File: config.mk
export PLATFORM = sky130hd
export DESIGN_NAME = pow2_clk_prescaler
export DESIGN_NICKNAME = d
export VERILOG_FILES = /design/src/rtl/clk_presc_pkg.sv /design/src/rtl/clk_presc_phase.sv /design/src/rtl/clk_presc_regs.sv /design/src/rtl/clk_presc_switch.sv /design/src/rtl/pow2_clk_prescaler.sv
export SDC_FILE = /design/constraint.sdc
export NUM_CORES = 1
export LEC_CHECK = 0
export BUFFER_PORTS_ARGS = -buffer_cell sky130_fd_sc_hd__buf_2
export CORE_AREA = 2 2 54 81
export DETAILED_ROUTE_END_ITERATION = 8
export DIE_AREA = 0 0 56 83
export MAX_ROUTING_LAYER = met4
export PLACE_DENSITY = 0.82
export SKIP_CTS_REPAIR_TIMING = 1
export SLEW_MARGIN = 10
export SYNTH_ARGS = -nofsm -noshare
export SYNTH_HDL_FRONTEND = slang
export SYNTH_SLANG_ARGS = --single-unit
File: constraint.sdc
create_clock -name clk_i -period 3.64 [get_ports clk_i]
set_input_delay 0.728 -clock clk_i [delete_from_list [all_inputs] [get_ports clk_i]]
set_output_delay 0.728 -clock clk_i [all_outputs]
set_load 0.01 [all_outputs]
File: src/rtl/clk_presc_pkg.sv
package clk_presc_pkg;

  // index of the highest set bit; callers pass one-hot codes
  function automatic int unsigned oh_to_idx(input logic [31:0] code);
    int unsigned idx;
    idx = 0;
    for (int unsigned i = 0; i < 32; i++) begin
      if (code[i]) idx = i;
    end
    return idx;
  endfunction

  function automatic int unsigned max_u(input int unsigned a, input int unsigned b);
    return (a > b) ? a : b;
  endfunction

endpackage

File: src/rtl/clk_presc_phase.sv
module clk_presc_phase #(
  parameter int unsigned CNT_W = 7
) (
  input  logic             clk_i,
  input  logic             rst_ni,
  output logic [CNT_W-1:0] cnt_o
);

  always_ff @(posedge clk_i or negedge rst_ni) begin
    if (!rst_ni) cnt_o <= '0;
    else         cnt_o <= cnt_o + CNT_W'(1);
  end

endmodule

File: src/rtl/clk_presc_regs.sv
module clk_presc_regs import clk_presc_pkg::*; #(
  parameter int unsigned DIV_W   = 8,
  parameter int unsigned NUM_DOM = 2,
  parameter int unsigned ADDR_W  = 2,
  parameter int unsigned IDX_W   = 3
) (
  input  logic               clk_i,
  input  logic               rst_ni,
  input  logic               wr_en_i,
  input  logic [ADDR_W-1:0]  wr_addr_i,
  input  logic [DIV_W-1:0]   wr_data_i,
  input  logic               wprot_i,
  input  logic [ADDR_W-1:0]  rd_addr_i,
  input  logic               set_i,
  output logic [DIV_W-1:0]   rd_data_o,
  output logic [NUM_DOM-1:0] load_o,
  output logic [IDX_W-1:0]   load_idx_o,
  output logic               flag_o
);

  localparam logic [ADDR_W-1:0] FLAG_ADDR = ADDR_W'(NUM_DOM);

  logic [NUM_DOM-1:0][DIV_W-1:0] div_q;
  logic code_ok, clr, flag_q;

  function automatic logic [DIV_W-1:0] rst_val(input int unsigned d);
    return (d == 0) ? '0 : DIV_W'(1);
  endfunction

  assign code_ok    = $onehot(wr_data_i);
  assign clr        = wr_en_i && (wr_addr_i == FLAG_ADDR) && wr_data_i[0];
  assign load_idx_o = IDX_W'(oh_to_idx(32'(wr_data_i)));
  assign flag_o     = flag_q;

  always_comb begin
    for (int unsigned d = 0; d < NUM_DOM; d++) begin
      load_o[d] = wr_en_i && code_ok && (wr_addr_i == ADDR_W'(d)) && !((d == 0) && wprot_i);
    end
  end

  always_ff @(posedge clk_i or negedge rst_ni) begin
    if (!rst_ni) begin
      for (int unsigned d = 0; d < NUM_DOM; d++) div_q[d] <= rst_val(d);
    end else begin
      for (int unsigned d = 0; d < NUM_DOM; d++) begin
        if (load_o[d]) div_q[d] <= wr_data_i;
      end
    end
  end

  // set wins over a same-edge clear
  always_ff @(posedge clk_i or negedge rst_ni) begin
    if (!rst_ni)    flag_q <= 1'b0;
    else if (set_i) flag_q <= 1'b1;
    else if (clr)   flag_q <= 1'b0;
  end

  always_comb begin
    rd_data_o = '0;
    for (int unsigned d = 0; d < NUM_DOM; d++) begin
      if (rd_addr_i == ADDR_W'(d)) rd_data_o = div_q[d];
    end
    if (rd_addr_i == FLAG_ADDR) rd_data_o = {{(DIV_W-1){1'b0}}, flag_q};
  end

  a_r9_bad_code_ignored: assert property (@(posedge clk_i) disable iff (!rst_ni)
    (wr_en_i && !$onehot(wr_data_i)) |=> $stable(div_q));

  a_r10_protected_reg0: assert property (@(posedge clk_i) disable iff (!rst_ni)
    (wr_en_i && wprot_i && (wr_addr_i == '0)) |=> $stable(div_q[0]));

  a_r7_flag_set: assert property (@(posedge clk_i) disable iff (!rst_ni)
    set_i |=> flag_q);

  a_r8_flag_clear: assert property (@(posedge clk_i) disable iff (!rst_ni)
    (clr && !set_i) |=> !flag_q);

  a_r1_regs_onehot0: assert property (@(posedge clk_i) disable iff (!rst_ni)
    $onehot0(div_q[0]) && $onehot(div_q[NUM_DOM-1]));

endmodule

File: src/rtl/clk_presc_switch.sv
module clk_presc_switch import clk_presc_pkg::*; #(
  parameter int unsigned DIV_W = 8,
  parameter int unsigned CNT_W = 7,
  parameter int unsigned IDX_W = 3
) (
  input  logic             clk_i,
  input  logic             rst_ni,
  input  logic [CNT_W-1:0] cnt_i,
  input  logic             load_i,
  input  logic [IDX_W-1:0] load_idx_i,
  output logic             clk_o,
  output logic             applied_o
);

  logic [IDX_W-1:0] act_q, pend_idx_q;
  logic             pend_q;
  logic [IDX_W-1:0] span;
  logic [CNT_W-1:0] mask;
  logic             aligned, div_bit;

  // both clocks fall on the edge that zeroes the low span counter bits
  always_comb begin
    span = IDX_W'(max_u(32'(act_q), 32'(pend_idx_q)));
    for (int unsigned i = 0; i < CNT_W; i++) mask[i] = (i < 32'(span));
  end

  assign aligned   = &(cnt_i | ~mask);
  assign applied_o = pend_q && aligned;

  always_comb begin
    div_bit = 1'b0;
    for (int unsigned i = 1; i < DIV_W; i++) begin
      if (act_q == IDX_W'(i)) div_bit = cnt_i[i-1];
    end
  end

  assign clk_o = (act_q == '0) ? clk_i : div_bit;

  always_ff @(posedge clk_i or negedge rst_ni) begin
    if (!rst_ni) begin
      act_q      <= '0;
      pend_idx_q <= '0;
      pend_q     <= 1'b0;
    end else begin
      if (applied_o) act_q <= pend_idx_q;
      if (load_i) begin
        pend_q     <= 1'b1;
        pend_idx_q <= load_idx_i;
      end else if (applied_o) begin
        pend_q <= 1'b0;
      end
    end
  end

  a_r5_hold_ratio: assert property (@(posedge clk_i) disable iff (!rst_ni)
    !pend_q |=> $stable(act_q));

  a_r6_lands_low: assert property (@(posedge clk_i) disable iff (!rst_ni)
    (!$stable(act_q) && (act_q != '0)) |-> !clk_o);

  a_r11_pending_retired: assert property (@(posedge clk_i) disable iff (!rst_ni)
    applied_o |=> (!pend_q || $past(load_i)));

endmodule

File: src/rtl/pow2_clk_prescaler.sv
module pow2_clk_prescaler #(
  parameter int unsigned DIV_W   = 8,
  parameter int unsigned NUM_DOM = 2
) (
  input  logic                          clk_i,
  input  logic                          rst_ni,
  input  logic                          wr_en_i,
  input  logic [$clog2(NUM_DOM+1)-1:0]  wr_addr_i,
  input  logic [DIV_W-1:0]              wr_data_i,
  input  logic                          wprot_i,
  input  logic [$clog2(NUM_DOM+1)-1:0]  rd_addr_i,
  output logic [DIV_W-1:0]              rd_data_o,
  output logic [NUM_DOM-1:0]            clk_div_o,
  output logic                          div_rdy_o
);

  localparam int unsigned CNT_W  = DIV_W - 1;
  localparam int unsigned IDX_W  = $clog2(DIV_W);
  localparam int unsigned ADDR_W = $clog2(NUM_DOM + 1);

  logic [CNT_W-1:0]   cnt;
  logic [NUM_DOM-1:0] load, applied;
  logic [IDX_W-1:0]   load_idx;

  clk_presc_phase #(.CNT_W(CNT_W)) i_phase (
    .clk_i  (clk_i),
    .rst_ni (rst_ni),
    .cnt_o  (cnt)
  );

  clk_presc_regs #(
    .DIV_W(DIV_W), .NUM_DOM(NUM_DOM), .ADDR_W(ADDR_W), .IDX_W(IDX_W)
  ) i_regs (
    .clk_i      (clk_i),
    .rst_ni     (rst_ni),
    .wr_en_i    (wr_en_i),
    .wr_addr_i  (wr_addr_i),
    .wr_data_i  (wr_data_i),
    .wprot_i    (wprot_i),
    .rd_addr_i  (rd_addr_i),
    .set_i      (|applied),
    .rd_data_o  (rd_data_o),
    .load_o     (load),
    .load_idx_o (load_idx),
    .flag_o     (div_rdy_o)
  );

  for (genvar d = 0; d < NUM_DOM; d++) begin : g_dom
    clk_presc_switch #(.DIV_W(DIV_W), .CNT_W(CNT_W), .IDX_W(IDX_W)) i_switch (
      .clk_i      (clk_i),
      .rst_ni     (rst_ni),
      .cnt_i      (cnt),
      .load_i     (load[d]),
      .load_idx_i (load_idx),
      .clk_o      (clk_div_o[d]),
      .applied_o  (applied[d])
    );
  end

endmodule

Word-level counts from Yosys, hierarchy flattened:

Index checks and enable logic that the tools add are counted.
Widths: inputs -> output; s select.

* eq/ne operators: 19
* $lt $le $gt $ge: 16
* add/sub/neg operators: 8
* reductions and logical operators: 19
* muxes and demuxes: 34
* bitwise logic cells: 4

Operators with widths (number)
* $eq 3x3->1 const B: 8
* $mux 8: 3
* $mux 1: 23
* $mux 3: 7
* $lt 3x3->1 const A: 6
* $not 7->7: 2
* $or 7x7->7: 2
* $reduce_and 7->1: 2
* $add 4x4->4: 3
* $eq 3x2->1 const B: 4
* $lt 1x3->1 const A: 4
* $lt 2x3->1 const A: 4
* $add 1x1->2: 4
* $logic_and 1x1->1: 8
* $add 7x1->7 const B: 1
* $eq 3x1->1 const B: 2
* $gt 3x3->1: 2
* $logic_not 3->1: 2
* $reduce_bool 2->1: 3
* $eq 2x1->1 const B: 2
* $eq 2x2->1 const B: 2
* $eq 4x1->1 const B: 1
* $logic_not 2->1: 2
* $mux 2: 1
* 2 further kinds: 2

* output and inout bits: 11
* logic and storage cells: 110
* bits of input ports: 16
* flip-flop bits (word level): 38

Depth between registers and ports, before layout:

Gate-level depths: netlist (run 1).

* depth after elaboration: 9
* mapped depth: 15

Modules after synthesis:

A second synthesis (run 1) with hierarchy kept.

* cells, all modules: 214
* area, all modules: 2482.4 sq um

Modules (own cells, without submodules)
* clk_presc_switch: area each 581.8 sq um, times used 2, cells each 53
* clk_presc_regs: area each 1039.7 sq um, times used 1, cells each 88
* clk_presc_phase: area each 272.8 sq um, times used 1, cells each 19
* pow2_clk_prescaler: area each 6.3 sq um, times used 1, cells each 1

==> reports/metrics.cfg, run 1 <==
[run_status]
outcome=completed

[setup_path]
crit_path_max_fanout=2
path_cells=buf_8, buf_8, mux4_2, mux2_4, buf_6
critPathLaunchType=clock port
rr_startpoint=g_dom[0].i_switch.pend_idx_q[2]
rr_worst_depth=8
crit_top_cell=buf_8
crit_path_max_incr_delay_ps=450
r2r_slack_ps=920
critPathRequiredTime_ps=2910
path_class=clk -> out
cp-end-kind=output pin
crit_slowest_cell=mux4_2
cp.arrival_ps=2870
r2r_end=g_dom[0].i_switch.act_q[0]

[sta]
slew_violations=0
fin_tns_setup_ps=0
rsz0062_at_grt=false
worst_slew_pin_slew_ps=810
hold_violations=0
finClkSkew_ps=4.47
relSlewSlack_pct=46.0
worst_hold_slack_ps=417
setup_viol=0

[placed_design]
dp_hpwl_mm=3.65
gp_congestion=0.763
port_buffers=26

[yosys]
synthTopCellsByArea=dfrtp_1 (39%), ha_1 (7.9%), mux2i_1 (5.0%)
synthSimpleGateAreaFrac_pct=12.1
synth_top_family_by_area=multiplexers
post-synth-top-count-cell=dfrtp_1
yosys_warnings=0
synth_area_leader_cell=dfrtp_1
synthXorXnorAreaFrac_pct=1.84
synth_compound_area_share_pct=12.9
synth_cell_types=51
synth-edff-count=0
synthCells=225
ys_ff_latch=38
synth_area_um2=2380
async_flop_share_pct=100
synthMuxAreaShare_pct=16.9
synth_top_area_share_pct=38.9
synth_commonest_cells=dfrtp_1 (37), inv_1 (22), nand2_1 (18)
synthFlopType=dfrtp_1
synth_fa_ha_area_share_pct=11.2
ys_seq_area_share_pct=40.0
synth.avg_cell_area_um2=10.6
synth_nets=260

[cells_and_area]
n_fill_cell=257
diodes=0
drive_gt1_share_pct=33.2
layout.nets=302
syn2layout_area_growth_pct=21.5

[detailed_routing]
postRouteWirelength_mm=4.81
drc_errors=0
drt_iter0_markers=29
met2_length_mm=2.63
drtPass1Iterations=5
wl_met3_um=160
ant_nets=0
vias=1838
wl_met1_mm=1.81
top_layer=met4
routed_via_density=5.87
avgRoutedWirePerCell_um=15.4

[floorplan]
die_y_um=83
dieArea_um2=4650
rows=28
die_w_um=56
ioPinCount=27
fp.coreArea_um2=3920
start_util_pct=60.7

[power_and_ir_drop]
total_power_w=0.00206
peakVddDrop_v=0.000607
p_per_area_nw_per_um2=711
power_leakage_nw=1.43

[run]
drv_cap=0

[global_route]
grtUsageTotal_pct=24.5
grt_max_degree=39
overflow=0
grt_antenna_before_repair=0
grt_pass1_vias=1953
grt_pass1_wl_mm=8.55

[cts]
clk_pin_slew_worst_paths_ps=70
clock_latency_ps=400
cts_tree=yes

[hold_path]
hp-class=in -> async

-- area by class of cell --
cell class | count | area [µm²] | area share (%)
clock inverter | 2 | 13.8 | 0.476
multi-input combinational | 157 | 1390 | 47.9
sequential | 38 | 952 | 32.9
tap | 45 | 56.3 | 1.95
clock buffer | 12 | 146 | 5.06
inverter | 22 | 100 | 3.46
timing repair buffer | 37 | 239 | 8.26
-- worst max-delay path by stage --
stage	end	slack, ps	start
final	clk_div_o[0]	40	clk_i
after floorplan	i_regs.div_q[0]	-210	wr_data_i[2]
after global routing	i_regs.div_q[6]	10	wr_data_i[2]
after detailed placement	i_regs.div_q[3]	-650	wr_data_i[2]
after CTS	i_regs.div_q[3]	-230	wr_data_i[2]
after global placement	i_regs.div_q[6]	-540	wr_data_i[2]
-- cell usage in the layout, fill, tap and decap left out, types with 9 or more instances in the layout --
master / netlist / routed
buf_2: 0 / 23
inv_1: 22 / 16
nand2_1: 18 / 18
buf_4: 2 / 13
mux2i_1: 12 / 12
nor2_1: 13 / 13
dfrtp_1: 37 / 37
ha_1: 15 / 9
o21ai_0: 10 / 10
a21oi_1: 9 / 9
-- critical path: cells and delay by family --
family                 cells  cell delay, ps
multiplexers               2             730
buffers and inverters      3             320
-- per-stage QoR --
step	util [%]	std cells	instance area, µm²	setup WS [ps]
after global routing	73.8	313	2890	11.4
after CTS	73.1	313	2870	-235
after floorplan	-	225	2480	-211
after detailed placement	69.5	301	2730	-649
final	73.8	313	2890	40.7
after global placement	69.5	301	2730	-541
-- state kept, by name (all words and copies together) (netlist names) --
signal	flops
g_dom.i_switch.act_q	6
g_dom.i_switch.pend_q	2
i_phase.cnt_o	7
i_regs.div_q	16
g_dom.i_switch.pend_idx_q	6
i_regs.flag_o	1
-- kinds of logic after synthesis --
logic type | after synthesis
compound gates | 45
xor+xnor | 5
fa+ha+maj | 19
buf+inv | 30
flops | 38
mux | 33
simple gates | 55
-- power breakdown --
| group | internal, W | total, W | switching [W] |
|---|---|---|---|
| sequential | 0.000558 | 0.000676 | 0.000118 |
| clock | 0.000334 | 0.000552 | 0.000218 |
| combinational | 0.000412 | 0.000829 | 0.000417 |
-- per-layer routing --
metal / vias up / track usage [%]
met5: - / -
met4: 0 / 17.5
met3: 21 / 5.76
met2: 52 / 40.4
met1: 876 / 24.8
li1: 889 / -
No activity file was read; power rests on OpenSTA's default activity.
==> run 2: changes to the inputs <==
--- a/config.mk
+++ b/config.mk
@@ -10,7 +10,7 @@
 export DETAILED_ROUTE_END_ITERATION = 8
 export DIE_AREA = 0 0 56 83
 export MAX_ROUTING_LAYER = met4
-export PLACE_DENSITY = 0.82
+export PLACE_DENSITY = 0.81
 export SKIP_CTS_REPAIR_TIMING = 1
 export SLEW_MARGIN = 10
 export SYNTH_ARGS = -nofsm -noshare
==> run 2 against run 1 <==
  * Clock skew rose by 3.1 ps
  * Worst setup slack got worse by 11 ps
  * Die area unchanged
  * Non-clock buffer count did not move
  * Worst hold slack got worse by 14 ps
  * Routed wire length up 2.1%
  * Critical path depth is the same
  * First-iteration DRC count rose by 3.4%
  * Critical endpoint is now clk_div_o[1]
==> reports/metrics.cfg, run 2 (same netlist as run 1, synthesis figures left out) <==
[run_status]
outcome=completed

[detailed_routing]
routed_via_density=5.96  ; +1.4%
drt_iter0_markers=30  ; +3.4%
avgRoutedWirePerCell_um=15.7  ; +2.1%
drc_errors=0  ; unchanged
vias=1864  ; +1.4%
ant_nets=0  ; unchanged
drtPass1Iterations=4  ; -1
postRouteWirelength_mm=4.91  ; +2.1%

[cells_and_area]
layout_commonest_cell=dfrtp_1
largest_register_ffs=16  ; unchanged
drive_gt1_share_pct=32.8  ; -0.37 points
diodes=0  ; unchanged
final_cell_mix=dfrtp_1 (37), buf_2 (24), nand2_1 (18)
layout.nets=302  ; unchanged
largest-register=i_regs.div_q
fin_area_um2=2890  ; about the same
top_regs=i_regs.div_q (16), i_phase.cnt_o (7)
syn2layout_area_growth_pct=21.5  ; about the same

[global_route]
overflow=0  ; unchanged
grt_antenna_before_repair=0  ; unchanged
grt_pass1_wl_mm=8.69  ; +1.6%
grtUsageTotal_pct=25.2  ; +0.77 points
grt_max_degree=39  ; unchanged
grt_pass1_vias=2020  ; +3.4%

[sta]
relSlewSlack_pct=47.1  ; +1.1 points
worst_slew_pin_slew_ps=793  ; -16.8 ps
setup_viol=0  ; unchanged
slew_violations=0  ; unchanged
timing.final.ws_setup_ps=30.2  ; -10.6 ps
hold_violations=0  ; unchanged
rsz0062_at_grt=false
finClkSkew_ps=7.57  ; +3.11 ps

[floorplan]
fp.coreArea_um2=3920  ; unchanged
ioPinCount=27  ; unchanged
rows=28  ; unchanged
die_y_um=83  ; unchanged
dieArea_um2=4650  ; unchanged
start_util_pct=60.7  ; unchanged
die_w_um=56  ; unchanged

[setup_path]
critPathRequiredTime_ps=2910  ; about the same
path_class=clk -> out
crit_path_max_fanout=2  ; unchanged
critPathLaunchType=clock port
cp-end-kind=output pin
r2r_end=g_dom[0].i_switch.act_q[1]
rr_worst_depth=8  ; unchanged
r2r_slack_ps=910  ; about the same
cp.arrival_ps=2880  ; about the same
rr_startpoint=g_dom[0].i_switch.pend_idx_q[2]

[cts]
clk_pin_slew_worst_paths_ps=80  ; about the same
cts_tree=yes
clock_latency_ps=400  ; about the same

[placed_design]
dp_hpwl_mm=3.79  ; +4.0%
gp_congestion=0.814  ; +6.6%
placedInstanceArea_um2=2730  ; unchanged
post-place-ws_ps=-574  ; +74.7 ps
port_buffers=26  ; unchanged

[power_and_ir_drop]
power_leakage_nw=1.42  ; -0.42%
peakVddDrop_v=0.000489  ; -19%
p_per_area_nw_per_um2=712  ; +0.17%

[run]
drv_cap=0  ; unchanged

[hold_path]
hp-class=in -> async

[run 2: per-stage QoR]
step	hold WS, ps	setup TNS, ps	total power [W]	utilization (%)	std cells
finish	403	0	0.00206	73.7	313
global placement	461	-7870	0.00157	69.5	301
CTS	441	-1670	0.00203	73.0	313
floorplan	432	-2260	0.00142	-	225
detailed placement	474	-8900	0.00161	69.5	301
global route	490	0	0.00223	73.7	313
[run 2: final cells by class]
class / count / area (µm²)
clock buffers: 13 / 150
clock inverters: 1 / 7.51
fillers: 270 / 1030
inverters: 22 / 100
multi-input cells: 157 / 1390
flip-flops and latches: 38 / 952
well taps: 45 / 56.3
repair buffers: 37 / 240
[run 2: worst max-delay path, stage by stage]
cell,delay [ps]
buf_8,100
clkbuf_8,120
mux4_2,440
mux2_2,270
buf_2,140
[run 2: how the worst max path moves through the flow]
stage | endpoint | from
4_1_cts | i_regs.div_q[6] | wr_data_i[2]
2_1_floorplan | i_regs.div_q[0] | wr_data_i[2]
3_5_place_dp | i_regs.div_q[2] | wr_data_i[2]
5_1_grt | clk_div_o[1] | clk_i
6_report | clk_div_o[1] | clk_i
3_3_place_gp | i_regs.div_q[6] | wr_data_i[2]
[run 2: routing by layer]
layer	vias up	GRT usage, %	part of all wire, %
met5	-	-	0
met4	0	17.5	5.0
met3	27	7.17	4.1
met2	50	41.7	53
met1	897	25.0	38
li1	890	-	-
[run 2: where the power goes]
group	total (W)	switching (W)	leakage, nW	internal [W]
Combinational	0.000829	0.000418	0.835	0.000411
Clock	0.000555	0.000220	0.0992	0.000335
Sequential	0.000676	0.000118	0.488	0.000558
